$ cat config.mk
export PLATFORM = sky130hd
export DESIGN_NAME = sdram_seq
export DESIGN_NICKNAME = d
export VERILOG_FILES = /design/src/rtl/sdc_pkg.sv /design/src/rtl/sdc_gap.sv /design/src/rtl/sdc_refi.sv /design/src/rtl/sdram_seq.sv
export SDC_FILE = /design/constraint.sdc
export NUM_CORES = 1
export LEC_CHECK = 0
export BUFFER_PORTS_ARGS = -buffer_cell sky130_fd_sc_hd__buf_2
export CAP_MARGIN = 0
export CORE_MARGIN = 2
export CORE_UTILIZATION = 49
export CTS_BUF_LIST = sky130_fd_sc_hd__clkbuf_8
export CTS_CLUSTER_SIZE = 10
export DETAILED_ROUTE_END_ITERATION = 6
export GPL_TIMING_DRIVEN = 0
export PLACE_DENSITY_LB_ADDON = 0.25
export RECOVER_POWER = 100
export SLEW_MARGIN = 20
export SYNTH_ARGS = -nofsm -noshare
export SYNTH_HDL_FRONTEND = slang
export SYNTH_SLANG_ARGS = --single-unit
$ cat constraint.sdc
create_clock -name clk -period 1.91 [get_ports clk]
set_input_delay 0.0955 -clock clk [delete_from_list [all_inputs] [get_ports clk]]
set_output_delay 0.0955 -clock clk [all_outputs]
set_load 0.03 [all_outputs]
$ cat src/rtl/sdc_pkg.sv
`timescale 1ns/1ps
package sdc_pkg;
  // {cs_n, ras_n, cas_n, we_n}
  typedef enum logic [3:0] {
    CMD_MRS = 4'b0000,
    CMD_REF = 4'b0001,
    CMD_PRE = 4'b0010,
    CMD_ACT = 4'b0011,
    CMD_WR  = 4'b0100,
    CMD_RD  = 4'b0101,
    CMD_BST = 4'b0110,
    CMD_NOP = 4'b0111
  } sdc_cmd_e;

  typedef enum logic [2:0] {
    ST_PRE, ST_REF1, ST_REF2, ST_MRS, ST_IDLE, ST_RW
  } sdc_state_e;

  function automatic int ceil_div(input int num, input int den);
    return (num + den - 1) / den;
  endfunction

  function automatic int imax(input int a, input int b);
    return (a > b) ? a : b;
  endfunction
endpackage

$ cat src/rtl/sdc_gap.sv
`timescale 1ns/1ps
module sdc_gap #(
  parameter int CNT_W = 5
) (
  input  logic             clk,
  input  logic             rst_n,
  input  logic             load,
  input  logic [CNT_W-1:0] load_val,
  output logic             busy
);
  logic [CNT_W-1:0] cnt;

  always_ff @(posedge clk) begin
    if (!rst_n)          cnt <= '0;
    else if (load)       cnt <= load_val;
    else if (cnt != '0)  cnt <= cnt - 1'b1;
  end

  assign busy = (cnt != '0);

  // a new gap may only start once the previous one has run out
  assert_load_idle_R10: assert property (@(posedge clk) disable iff (!rst_n)
    load |-> !busy);
endmodule

$ cat src/rtl/sdc_refi.sv
`timescale 1ns/1ps
module sdc_refi #(
  parameter int PERIOD_CK = 3900
) (
  input  logic clk,
  input  logic rst_n,
  input  logic ack,
  output logic pending
);
  localparam int CW = $clog2(PERIOD_CK + 1);
  logic [CW-1:0] cnt;
  logic          tick;

  assign tick = (cnt == '0);

  always_ff @(posedge clk) begin
    if (!rst_n) begin
      cnt     <= CW'(PERIOD_CK - 1);
      pending <= 1'b0;
    end else begin
      cnt <= tick ? CW'(PERIOD_CK - 1) : cnt - 1'b1;
      if (tick)      pending <= 1'b1;
      else if (ack)  pending <= 1'b0;
    end
  end

  assert_pend_hold_R11: assert property (@(posedge clk) disable iff (!rst_n)
    (pending && !ack) |=> pending);
endmodule

$ cat src/rtl/sdram_seq.sv
`timescale 1ns/1ps
module sdram_seq import sdc_pkg::*; #(
  parameter int CLK_PS       = 4000,
  parameter int T_RCD_NS     = 20,
  parameter int T_RP_NS      = 20,
  parameter int T_RC_NS      = 70,
  parameter int T_REFI_NS    = 15600,
  parameter int T_MRD_CK     = 2,
  parameter int T_WR_CK      = 2,
  parameter int CAS_LAT      = 2,
  parameter int BANK_W       = 2,
  parameter int ROW_W        = 12,
  parameter int COL_W        = 8,
  parameter int DATA_W       = 16,
  parameter int BURST_TYPE   = 0,
  parameter int WRITE_SINGLE = 1
) (
  input  logic                            clk,
  input  logic                            rst_n,
  input  logic                            req_valid,
  output logic                            req_ready,
  input  logic                            req_write,
  input  logic [BANK_W+ROW_W+COL_W-1:0]   req_addr,
  input  logic [DATA_W-1:0]               req_wdata,
  output logic                            rsp_valid,
  output logic [DATA_W-1:0]               rsp_rdata,
  output logic                            init_done,
  output logic                            sd_cke,
  output logic                            sd_cs_n,
  output logic                            sd_ras_n,
  output logic                            sd_cas_n,
  output logic                            sd_we_n,
  output logic [BANK_W-1:0]               sd_ba,
  output logic [ROW_W-1:0]                sd_addr,
  output logic [DATA_W-1:0]               sd_dq_out,
  output logic                            sd_dq_oe,
  input  logic [DATA_W-1:0]               sd_dq_in
);
  localparam int RCD_CK  = ceil_div(T_RCD_NS * 1000, CLK_PS);
  localparam int RP_CK   = ceil_div(T_RP_NS * 1000, CLK_PS);
  localparam int RC_CK   = ceil_div(T_RC_NS * 1000, CLK_PS);
  localparam int REFI_CK = ceil_div(T_REFI_NS * 1000, CLK_PS);
  localparam int POST_RW = imax(imax(T_WR_CK + RP_CK, CAS_LAT + RP_CK),
                                imax(RC_CK - RCD_CK, 1));
  localparam int MAX_GAP = imax(imax(RC_CK, POST_RW),
                                imax(RP_CK, imax(RCD_CK, T_MRD_CK)));
  localparam int CNT_W   = $clog2(MAX_GAP + 1);
  localparam int ROW_LO  = COL_W;
  localparam int BANK_LO = COL_W + ROW_W;

  logic [ROW_W-1:0] mode_word;
  always_comb begin
    mode_word      = '0;
    mode_word[2:0] = 3'b000;
    mode_word[3]   = 1'(BURST_TYPE);
    mode_word[6:4] = 3'(CAS_LAT);
    mode_word[9]   = 1'(WRITE_SINGLE);
  end

  sdc_state_e          st, st_n;
  sdc_cmd_e            cmd_q, cmd_n;
  logic [ROW_W-1:0]    addr_q, addr_n;
  logic [BANK_W-1:0]   ba_q, ba_n;
  logic [DATA_W-1:0]   dout_q, dout_n;
  logic                oe_q, oe_n;
  logic                done_q, done_n;
  logic                gap_load, gap_busy;
  logic [CNT_W-1:0]    gap_val;
  logic                ref_pend, ref_ack;
  logic                take, issue_rd;
  logic                lat_wr;
  logic [BANK_W-1:0]   lat_bank;
  logic [COL_W-1:0]    lat_col;
  logic [DATA_W-1:0]   lat_data;
  logic [CAS_LAT:0]    rd_pipe;

  sdc_gap #(.CNT_W(CNT_W)) u_gap (
    .clk(clk), .rst_n(rst_n), .load(gap_load), .load_val(gap_val), .busy(gap_busy)
  );

  sdc_refi #(.PERIOD_CK(REFI_CK)) u_refi (
    .clk(clk), .rst_n(rst_n), .ack(ref_ack), .pending(ref_pend)
  );

  assign req_ready = (st == ST_IDLE) && !gap_busy && !ref_pend;
  assign take      = req_valid && req_ready;

  always_comb begin
    st_n     = st;
    cmd_n    = CMD_NOP;
    addr_n   = '0;
    ba_n     = '0;
    dout_n   = '0;
    oe_n     = 1'b0;
    done_n   = done_q;
    gap_load = 1'b0;
    gap_val  = '0;
    ref_ack  = 1'b0;
    issue_rd = 1'b0;
    if (!gap_busy) begin
      unique case (st)
        ST_PRE: begin
          cmd_n = CMD_PRE; addr_n[10] = 1'b1;
          gap_load = 1'b1; gap_val = CNT_W'(RP_CK - 1); st_n = ST_REF1;
        end
        ST_REF1: begin
          cmd_n = CMD_REF; gap_load = 1'b1; gap_val = CNT_W'(RC_CK - 1); st_n = ST_REF2;
        end
        ST_REF2: begin
          cmd_n = CMD_REF; gap_load = 1'b1; gap_val = CNT_W'(RC_CK - 1); st_n = ST_MRS;
        end
        ST_MRS: begin
          cmd_n = CMD_MRS; addr_n = mode_word; done_n = 1'b1;
          gap_load = 1'b1; gap_val = CNT_W'(T_MRD_CK - 1); st_n = ST_IDLE;
        end
        ST_IDLE: begin
          if (ref_pend) begin
            cmd_n = CMD_REF; ref_ack = 1'b1;
            gap_load = 1'b1; gap_val = CNT_W'(RC_CK - 1);
          end else if (take) begin
            cmd_n  = CMD_ACT;
            ba_n   = req_addr[BANK_LO +: BANK_W];
            addr_n = req_addr[ROW_LO +: ROW_W];
            gap_load = 1'b1; gap_val = CNT_W'(RCD_CK - 1); st_n = ST_RW;
          end
        end
        ST_RW: begin
          cmd_n  = lat_wr ? CMD_WR : CMD_RD;
          ba_n   = lat_bank;
          addr_n[COL_W-1:0] = lat_col;
          addr_n[10] = 1'b1;
          oe_n   = lat_wr;
          dout_n = lat_wr ? lat_data : '0;
          issue_rd = !lat_wr;
          gap_load = 1'b1; gap_val = CNT_W'(POST_RW - 1); st_n = ST_IDLE;
        end
        default: st_n = ST_PRE;
      endcase
    end
  end

  always_ff @(posedge clk) begin
    if (!rst_n) begin
      st <= ST_PRE; cmd_q <= CMD_NOP; addr_q <= '0; ba_q <= '0;
      dout_q <= '0; oe_q <= 1'b0; done_q <= 1'b0;
      lat_wr <= 1'b0; lat_bank <= '0; lat_col <= '0; lat_data <= '0;
    end else begin
      st <= st_n; cmd_q <= cmd_n; addr_q <= addr_n; ba_q <= ba_n;
      dout_q <= dout_n; oe_q <= oe_n; done_q <= done_n;
      if (take) begin
        lat_wr   <= req_write;
        lat_bank <= req_addr[BANK_LO +: BANK_W];
        lat_col  <= req_addr[COL_W-1:0];
        lat_data <= req_wdata;
      end
    end
  end

  // read return: capture CAS_LAT clocks after the read is on the pins
  always_ff @(posedge clk) begin
    if (!rst_n) begin
      rd_pipe <= '0; rsp_valid <= 1'b0; rsp_rdata <= '0;
    end else begin
      rd_pipe   <= {rd_pipe[CAS_LAT-1:0], issue_rd};
      rsp_valid <= rd_pipe[CAS_LAT];
      if (rd_pipe[CAS_LAT]) rsp_rdata <= sd_dq_in;
    end
  end

  assign sd_cke    = 1'b1;
  assign sd_cs_n   = cmd_q[3];
  assign sd_ras_n  = cmd_q[2];
  assign sd_cas_n  = cmd_q[1];
  assign sd_we_n   = cmd_q[0];
  assign sd_ba     = ba_q;
  assign sd_addr   = addr_q;
  assign sd_dq_out = dout_q;
  assign sd_dq_oe  = oe_q;
  assign init_done = done_q;

  assert_mrs_gap_R4: assert property (@(posedge clk) disable iff (!rst_n)
    (cmd_q == CMD_MRS) |=> (cmd_q == CMD_NOP));
  assert_accept_act_R5: assert property (@(posedge clk) disable iff (!rst_n)
    (req_valid && req_ready) |=> (cmd_q == CMD_ACT));
  assert_autopre_R7: assert property (@(posedge clk) disable iff (!rst_n)
    ((cmd_q == CMD_RD) || (cmd_q == CMD_WR)) |-> sd_addr[10]);
  assert_wdata_R8: assert property (@(posedge clk) disable iff (!rst_n)
    sd_dq_oe |-> (cmd_q == CMD_WR));
  assert_rsp_single_R9: assert property (@(posedge clk) disable iff (!rst_n)
    rsp_valid |=> !rsp_valid);
  assert_ref_gap_R11: assert property (@(posedge clk) disable iff (!rst_n)
    (cmd_q == CMD_REF) |=> (cmd_q == CMD_NOP));
  generate
    if (RCD_CK > 1) begin : g_act_chk
      assert_act_gap_R7: assert property (@(posedge clk) disable iff (!rst_n)
        (cmd_q == CMD_ACT) |=> (cmd_q == CMD_NOP));
    end
  endgenerate
endmodule

==> out/summary.log, run 1 <==
[pwr] relative contribution of combinational cells to total power 24.7%
[setup_path] capturing element type of the critical path flop
[clock_network] CTS HTree Levels 3
[pwr] Pleak 2.14 nW
[floorplanning] vertical die dimension 95.0 um
[timing] count of endpoints failing setup in the final report 0
[cells_and_area] sequential standard cell area 2070 um2
[setup_path] series of cell instances along the critical path inv_1 -> ha_4 -> or4b_4 -> buf_6 -> o41a_4 -> nand3b_1
[pwr] proportion of total power due to net switching 31.4%
[setup_path] maximum net fanout on the critical path 9
[global_routing] vias in the first global route 3450
[routing] per-cell via count in the routed design 5.05
[routing] Vias 3625
[synthesis] Avg Cell Area, Syn 9.37 um2
[synthesis] fraction of the yosys area taken by sequential cells 50.8%
[timing] post-route clock skew 0.0124 ns
[global_routing] Congestion Overflow GR 0
[synthesis] post-synth net total 494
[clock_network] number of clock sinks 103
[cells_and_area] number of fill cells 667
[setup_path] critical path's largest stage delay 0.50 ns
[pwr] share of total power in the clock network 26.3%
[timing] measured slew at the worst slew-check pin 0.704 ns
[place] sum of net half-perimeters after detailed placement 6330 um
[run] max-cap violation count 0
[setup_path] slowest stage cell on the critical path o41a_4
[synthesis] Synth warnings 0
[routing] Final ANT Viol Nets 0
[hold_path] path type of the worst min-delay path primary input to flop
[setup_path] arrival time at the worst endpoint 2.16 ns
[floorplanning] core region area 8130 um2
[timing] post-route clock period utilization 96.7%
[routing] # DRC 0
[place] Buffers on Ports 109
[cells_and_area] share of cells above drive strength 1 18.3%
[setup_path] critical path start-end classification flop to flop
[cells_and_area] Antenna Diode Count 0
[synthesis] fraction of registers with async set/reset 0%
[timing] Slew Viols, Final 0
[clock_network] CTS Root Cell clkbuf_8
[timing] accumulated negative setup slack 0 ns
[pwr] P_sw 1.52 mW
[pwr] Pwr Density 878 nW/um2
[pwr] post-layout total power 4.85 mW
[floorplanning] row count 33
[cells_and_area] # nets final 669
[floorplanning] Top Ports 113
[global_routing] antenna violations before repair 0
[floorplanning] die outline width 95.0 um
[synthesis] number of synthesized register bits 103
[clock_network] Max Root-Sink Buffers 2
[synthesis] Cell variety after synth 57
[setup_path] kind of start point of the critical path flop
[routing] routed length per placed instance 13.9 um
[timing] tightest slew margin relative to the limit 52.9%
[routing] DRT Pass-1 Iters 4
[pwr] IR drop worst, VDD 0.437 mV
[global_routing] wire length of the first global-routing pass 16000 um
[cells_and_area] area growth from synthesis to final layout 36.1%
[synthesis] top cells by area in the synthesized netlist dfxtp_1, mux2i_1, nand2_1
[timing] final critical path time including I/O delays and setup 1.85 ns
[clock_network] clock-pin transition on the worst setup and hold timing paths 0.10 ns
[timing] achievable clock frequency 541 MHz
[synthesis] Yosys top cell by area dfxtp_1
[clock_network] CTS tree yes
[pwr] Reg power frac 49.0%
[setup_path] critical path data required time 2.22 ns
[synthesis] top flip-flop cell by instance count after synthesis dfxtp_1
[global_routing] pin count of the biggest net entering global routing 18
[global_routing] global routing usage summed across all routing layers 22.7%
[cells_and_area] commonest non-fill, non-tap cell in the layout dfxtp_1
[routing] DRT iter0 DRCs 213
[cells_and_area] final std cell area, no fill 5520 um2
[pwr] design internal power 3.33 mW
[setup_path] kind of cell adding the most delay to the critical path simple AND/OR/NAND/NOR gates
[place] placed instance area 4740 um2
[run_status] outcome finished, final reports clean
[cells_and_area] multi-input gate area in the final layout 1880 um2
[clock_network] number of buffers inserted during clock tree synthesis 9
[clock_network] clock insertion delay at the later pin of the skew report 0.37 ns
[synthesis] share of the synthesized area in the top cell type 50.8%
[synthesis] cells after synthesis 433
[routing] detailed-route wire length 9960 um
[synthesis] post-synthesis cell area 4060 um2
[floorplanning] Die Footprint 9030 um2
[cells_and_area] top library cells by usage in the layout, fill and taps aside dfxtp_1, nand2_1, clkbuf_1
[synthesis] number of enable flip-flop cells after synthesis 0
[timing] final count of hold timing violations 0
[place] final estimated routing congestion in global placement 0.847
[setup_path] buffering stage count on the worst path with inverters included 2
[floorplanning] starting density of the core 49.9%
routing by layer:
| layer | up-vias | track usage, % | wire length, um | share of wire, % |
|---|---|---|---|---|
| li1 | 1822 | - | - | - |
| met1 | 1671 | 27.8 | 4400 | 44 |
| met2 | 120 | 38.9 | 4900 | 49 |
| met3 | 12 | 4.11 | 519 | 5.2 |
| met4 | 0 | 10.3 | 138 | 1.4 |
| met5 | - | 0 | 0 | 0 |
sequential cells by signal, summed over array words and instances, names as in the netlist, 3 cells and up:
| register | flops |
|---|---|
| lat_data | 16 |
| u_refi.cnt | 12 |
| rsp_rdata | 16 |
| rd_pipe | 3 |
| sd_addr | 12 |
| cmd_q | 3 |
| sd_dq_out | 16 |
| st | 3 |
| u_gap.cnt | 5 |
| lat_col | 8 |
through the flow:
stage / utilization [%] / std cells / hold slack (ns) / setup slack, ns
floorplan: - / 433 / 0.235 / 0.0895
global placement: 58.2 / 647 / 0.328 / -0.152
detailed placement: 58.2 / 647 / 0.341 / -0.124
CTS: 68.3 / 721 / 0.0000248 / 0.00194
global route: 67.9 / 718 / 0.0158 / -0.00968
finish: 67.9 / 718 / 0.0262 / 0.0625
worst paths after layout:
kind | from | end | slack, ns | depth (start not counted)
worst max-delay path | u_refi.cnt[1] | u_refi.cnt[9] | 0.06 | 6
worst min-delay path | req_addr[8] | sd_addr[0] | 0.03 | 3
worst max register to register | u_refi.cnt[1] | u_refi.cnt[9] | 0.06 | 6
worst min register to register | rd_pipe[1] | rd_pipe[2] | 0.44 | 1
power by group through the flow:
stage | logic (mW) | registers [mW] | clock network (mW)
finish | 1.20 | 2.38 | 1.27
global route | 1.31 | 2.39 | 1.38
CTS | 1.19 | 2.34 | 1.30
detailed placement | 0.946 | 2.38 | 0
global placement | 0.930 | 2.38 | 0
floorplan | 0.615 | 2.43 | 0
worst register-to-register path, cell delays in order, from the launching register on:
cell and delay (ns):
dfxtp_1 0.34, inv_1 0.09, ha_4 0.15, or4b_4 0.46, buf_6 0.16, o41a_4 0.50
nand3b_1 0.10
timing repair:
item                                    CTS  global route
resized for setup                        17            12
hold endpoints to repair                 55             0
buffers inserted                          5             1
hold buffers                             53             0
pin swaps                                 1             1
endpoints found under the setup margin   49            56
cloned                                    0             0
logic make-up (layout without fill, tap and decap cells):
group | count (synthesis) | after routing | share of synthesized area, %
simple gates | 183 | 183 | 23.0
mux | 44 | 44 | 10.9
flops | 103 | 103 | 50.8
compound gates | 54 | 54 | 9.06
fa+ha+maj | 3 | 3 | 0.925
xor+xnor | 3 | 3 | 0.647
buf+inv | 41 | 221 | 4.53
other cells | 2 | 2 | 0.185
Yosys cell counts (all sizes together) (3+ instances only):
master and instances:
a21oi 23, and2 20, and3 3, and3b 3, buf 9, clkbuf 24, dfxtp 103, ha 3
inv 8, mux2i 43, nand2 74, nand2b 4, nand3 6, nand4 11, nor2 27, nor2b 7
nor3 5, nor3b 3, o21ai 8, o31ai 4, or3 4, or4 4, xnor2 3
final cells by class:
cell class | instances | share of cell area, %
Tap cell | 105 | 2.38
Clock buffer | 10 | 2.49
Inverter | 8 | 0.544
Timing Repair Buffer | 168 | 19.4
Clock inverter | 6 | 0.793
Multi-Input combinational cell | 289 | 34.0
Buffer | 29 | 3.01
Sequential cell | 103 | 37.4
(Power assumes the default switching activity.)
==> inputs of run 2 (changes only) <==
--- a/config.mk
+++ b/config.mk
@@ -10,11 +10,11 @@
 export CORE_MARGIN = 2
 export CORE_UTILIZATION = 49
 export CTS_BUF_LIST = sky130_fd_sc_hd__clkbuf_8
-export CTS_CLUSTER_SIZE = 10
+export CTS_CLUSTER_SIZE = 16
 export DETAILED_ROUTE_END_ITERATION = 6
 export GPL_TIMING_DRIVEN = 0
 export PLACE_DENSITY_LB_ADDON = 0.25
-export RECOVER_POWER = 100
+export RECOVER_POWER = 25
 export SLEW_MARGIN = 20
 export SYNTH_ARGS = -nofsm -noshare
 export SYNTH_HDL_FRONTEND = slang
==> run 2 against run 1 <==
Total power down 0.14%. Final cell count unchanged. Register-to-register slack about the same. Non-clock buffer count unchanged. Via count up 1.5%. Sequential share of layout area down 0.12 points. Critical path type unchanged. Largest cell class unchanged. Highest routed layer unchanged.
==> out/summary.log, run 2 (synthesis results as in run 1) <==
[cells_and_area] # nets final 669 [unchanged]
[setup_path] buffering stage count on the worst path with inverters included 2 [unchanged]
[floorplanning] vertical die dimension 95.0 um [unchanged]
[pwr] Pleak 2.21 nW [+2.9%]
[cells_and_area] share of the core filled with cells 68.1% [+0.22 points]
[timing] post-route clock period utilization 96.7% [about the same]
[routing] DRT iter0 DRCs 232 [+8.9%]
[hold_path] path type of the worst min-delay path primary input to flop
[place] final estimated routing congestion in global placement 0.847 [unchanged]
[setup_path] kind of cell adding the most delay to the critical path simple AND/OR/NAND/NOR gates
[timing] final critical path time including I/O delays and setup 1.85 ns [-0.000185 ns]
[setup_path] slowest stage cell on the critical path o41a_4
[pwr] post-layout total power 4.84 mW [-0.14%]
[routing] Vias 3679 [+1.5%]
[timing] tightest slew margin relative to the limit 53.3% [+0.48 points]
[routing] routed length per placed instance 13.8 um [-0.16%]
[cells_and_area] top library cells by usage in the layout, fill and taps aside dfxtp_1, nand2_1, buf_2
[global_routing] pin count of the biggest net entering global routing 18 [unchanged]
[floorplanning] Die Footprint 9030 um2 [unchanged]
[setup_path] critical path data required time 2.22 ns [about the same]
[routing] per-cell via count in the routed design 5.12 [+1.5%]
[global_routing] antenna violations before repair 0 [unchanged]
[cells_and_area] share of cells above drive strength 1 20.6% [+2.3 points]
[clock_network] number of buffers inserted during clock tree synthesis 9 [unchanged]
[pwr] IR drop worst, VDD 0.436 mV [-0.13%]
[routing] detailed-route wire length on metal 1 4380 um [-0.59%]
[timing] WHS 0.0258 ns [-0.000359 ns]
[routing] Met3 Wirelength 562 um [+8.3%]
[cells_and_area] area growth from synthesis to final layout 36.5%
[floorplanning] die outline width 95.0 um [unchanged]
[cells_and_area] Antenna Diode Count 0 [unchanged]
[place] Buffers on Ports 109 [unchanged]
[clock_network] CTS tree yes
[routing] max layer used met4
[setup_path] maximum net fanout on the critical path 9 [unchanged]
[global_routing] vias in the first global route 3450 [unchanged]
[routing] Final ANT Viol Nets 0 [unchanged]
[timing] achievable clock frequency 541 MHz [about the same]
[global_routing] global routing usage summed across all routing layers 22.7% [unchanged]
[setup_path] arrival time at the worst endpoint 2.16 ns [about the same]
[routing] detailed-route wire length 9940 um [-0.16%]
[clock_network] Max Root-Sink Buffers 2 [unchanged]
[floorplanning] Top Ports 113 [unchanged]
[floorplanning] starting density of the core 49.9% [unchanged]
[clock_network] clock-pin transition on the worst setup and hold timing paths 0.10 ns [about the same]
[routing] met2 wire length 4820 um [-1.7%]
[routing] DRT Pass-1 Iters 4 [unchanged]
[global_routing] Congestion Overflow GR 0 [unchanged]
[timing] accumulated negative setup slack 0 ns [unchanged]
[global_routing] wire length of the first global-routing pass 16000 um [unchanged]
[cells_and_area] number of fill cells 661 [-0.90%]
[timing] measured slew at the worst slew-check pin 0.697 ns [-0.00714 ns]
[timing] count of endpoints failing setup in the final report 0 [unchanged]
[setup_path] kind of start point of the critical path flop
[pwr] Pwr Density 874 nW/um2 [-0.46%]
[place] number of placed instances with taps included 647 [unchanged]
[run_status] outcome finished, final reports clean
[run] max-cap violation count 0 [unchanged]
[floorplanning] row count 33 [unchanged]
[clock_network] clock insertion delay at the later pin of the skew report 0.37 ns [about the same]
[clock_network] CTS Root Cell clkbuf_8
[timing] final count of hold timing violations 0 [unchanged]
[setup_path] critical path start-end classification flop to flop
[cells_and_area] Final Non-Filler Cells 718 [unchanged]
[setup_path] series of cell instances along the critical path inv_1 -> ha_4 -> or4b_4 -> buf_6 -> o41a_4 -> nand3b_1
[clock_network] number of clock sinks 103 [unchanged]
[floorplanning] core region area 8130 um2 [unchanged]
[setup_path] critical path's largest stage delay 0.50 ns [about the same]
[setup_path] capturing element type of the critical path flop
[cells_and_area] commonest non-fill, non-tap cell in the layout dfxtp_1
[routing] # DRC 0 [unchanged]
[timing] Slew Viols, Final 0 [unchanged]
[clock_network] CTS HTree Levels 3 [unchanged]
[place] sum of net half-perimeters after detailed placement 6330 um [unchanged]
[timing] post-route clock skew 0.0129 ns [+0.000490 ns]
## run 2: cell count changes in the layout (fill, tap and decap cells not counted), sizes merged
cell / delta
buf: +14
clkbuf: -14
## run 2: path summary, 6_finish.rpt
path / end / from / slack, ns / depth (start not counted)
min reg2reg: rd_pipe[2] / rd_pipe[1] / 0.44 / 1
max: u_refi.cnt[9] / u_refi.cnt[1] / 0.06 / 6
max reg2reg: u_refi.cnt[9] / u_refi.cnt[1] / 0.06 / 6
min: sd_addr[0] / req_addr[8] / 0.03 / 3
## run 2: power by group
part           internal (mW)  switching (mW)  leakage (nW)
registers               2.25           0.123         0.833
clock network          0.517           0.751        0.0930
logic                  0.556           0.643          1.28
## run 2: per-stage QoR
step	worst slack, ns	instance area [um2]
2_1_floorplan	0.0895	4060
3_3_place_gp	-0.152	4740
3_5_place_dp	-0.124	4740
4_1_cts	0.00194	5560
5_1_grt	-0.00967	5540
6_report	0.0626	5540
## run 2: repair_timing
item / in CTS / in global routing
buffers inserted: 5 / 1
pin swaps: 1 / 1
resized for setup: 17 / 12
endpoints found under the setup margin: 49 / 56
hold buffers: 53 / 0
endpoints found under the hold margin: 55 / 0
## run 2: final cells by class
cell class              count  area, um2  area share (%)
clock inverters             6       43.8           0.790
flip-flops and latches    103       2070            37.3
clock buffers              10        138            2.48
inverters                   8       30.0           0.542
well taps                 105        131            2.37
plain buffers              29        166            3.00
repair buffers            168       1090            19.6
multi-input cells         289       1880            33.9
## run 2: worst register-to-register path, stage by stage (launching register included)
cell and delay, ns:
dfxtp_1 0.34, inv_1 0.09, ha_4 0.15, or4b_4 0.46
buf_6 0.16, o41a_4 0.50, nand3b_1 0.10
## run 2: routing by layer
metal  vias up  track usage (%)
li1       1823                -
met1      1709             27.8
met2       125             38.9
met3        22             4.11
met4         0             10.3
met5         -                0
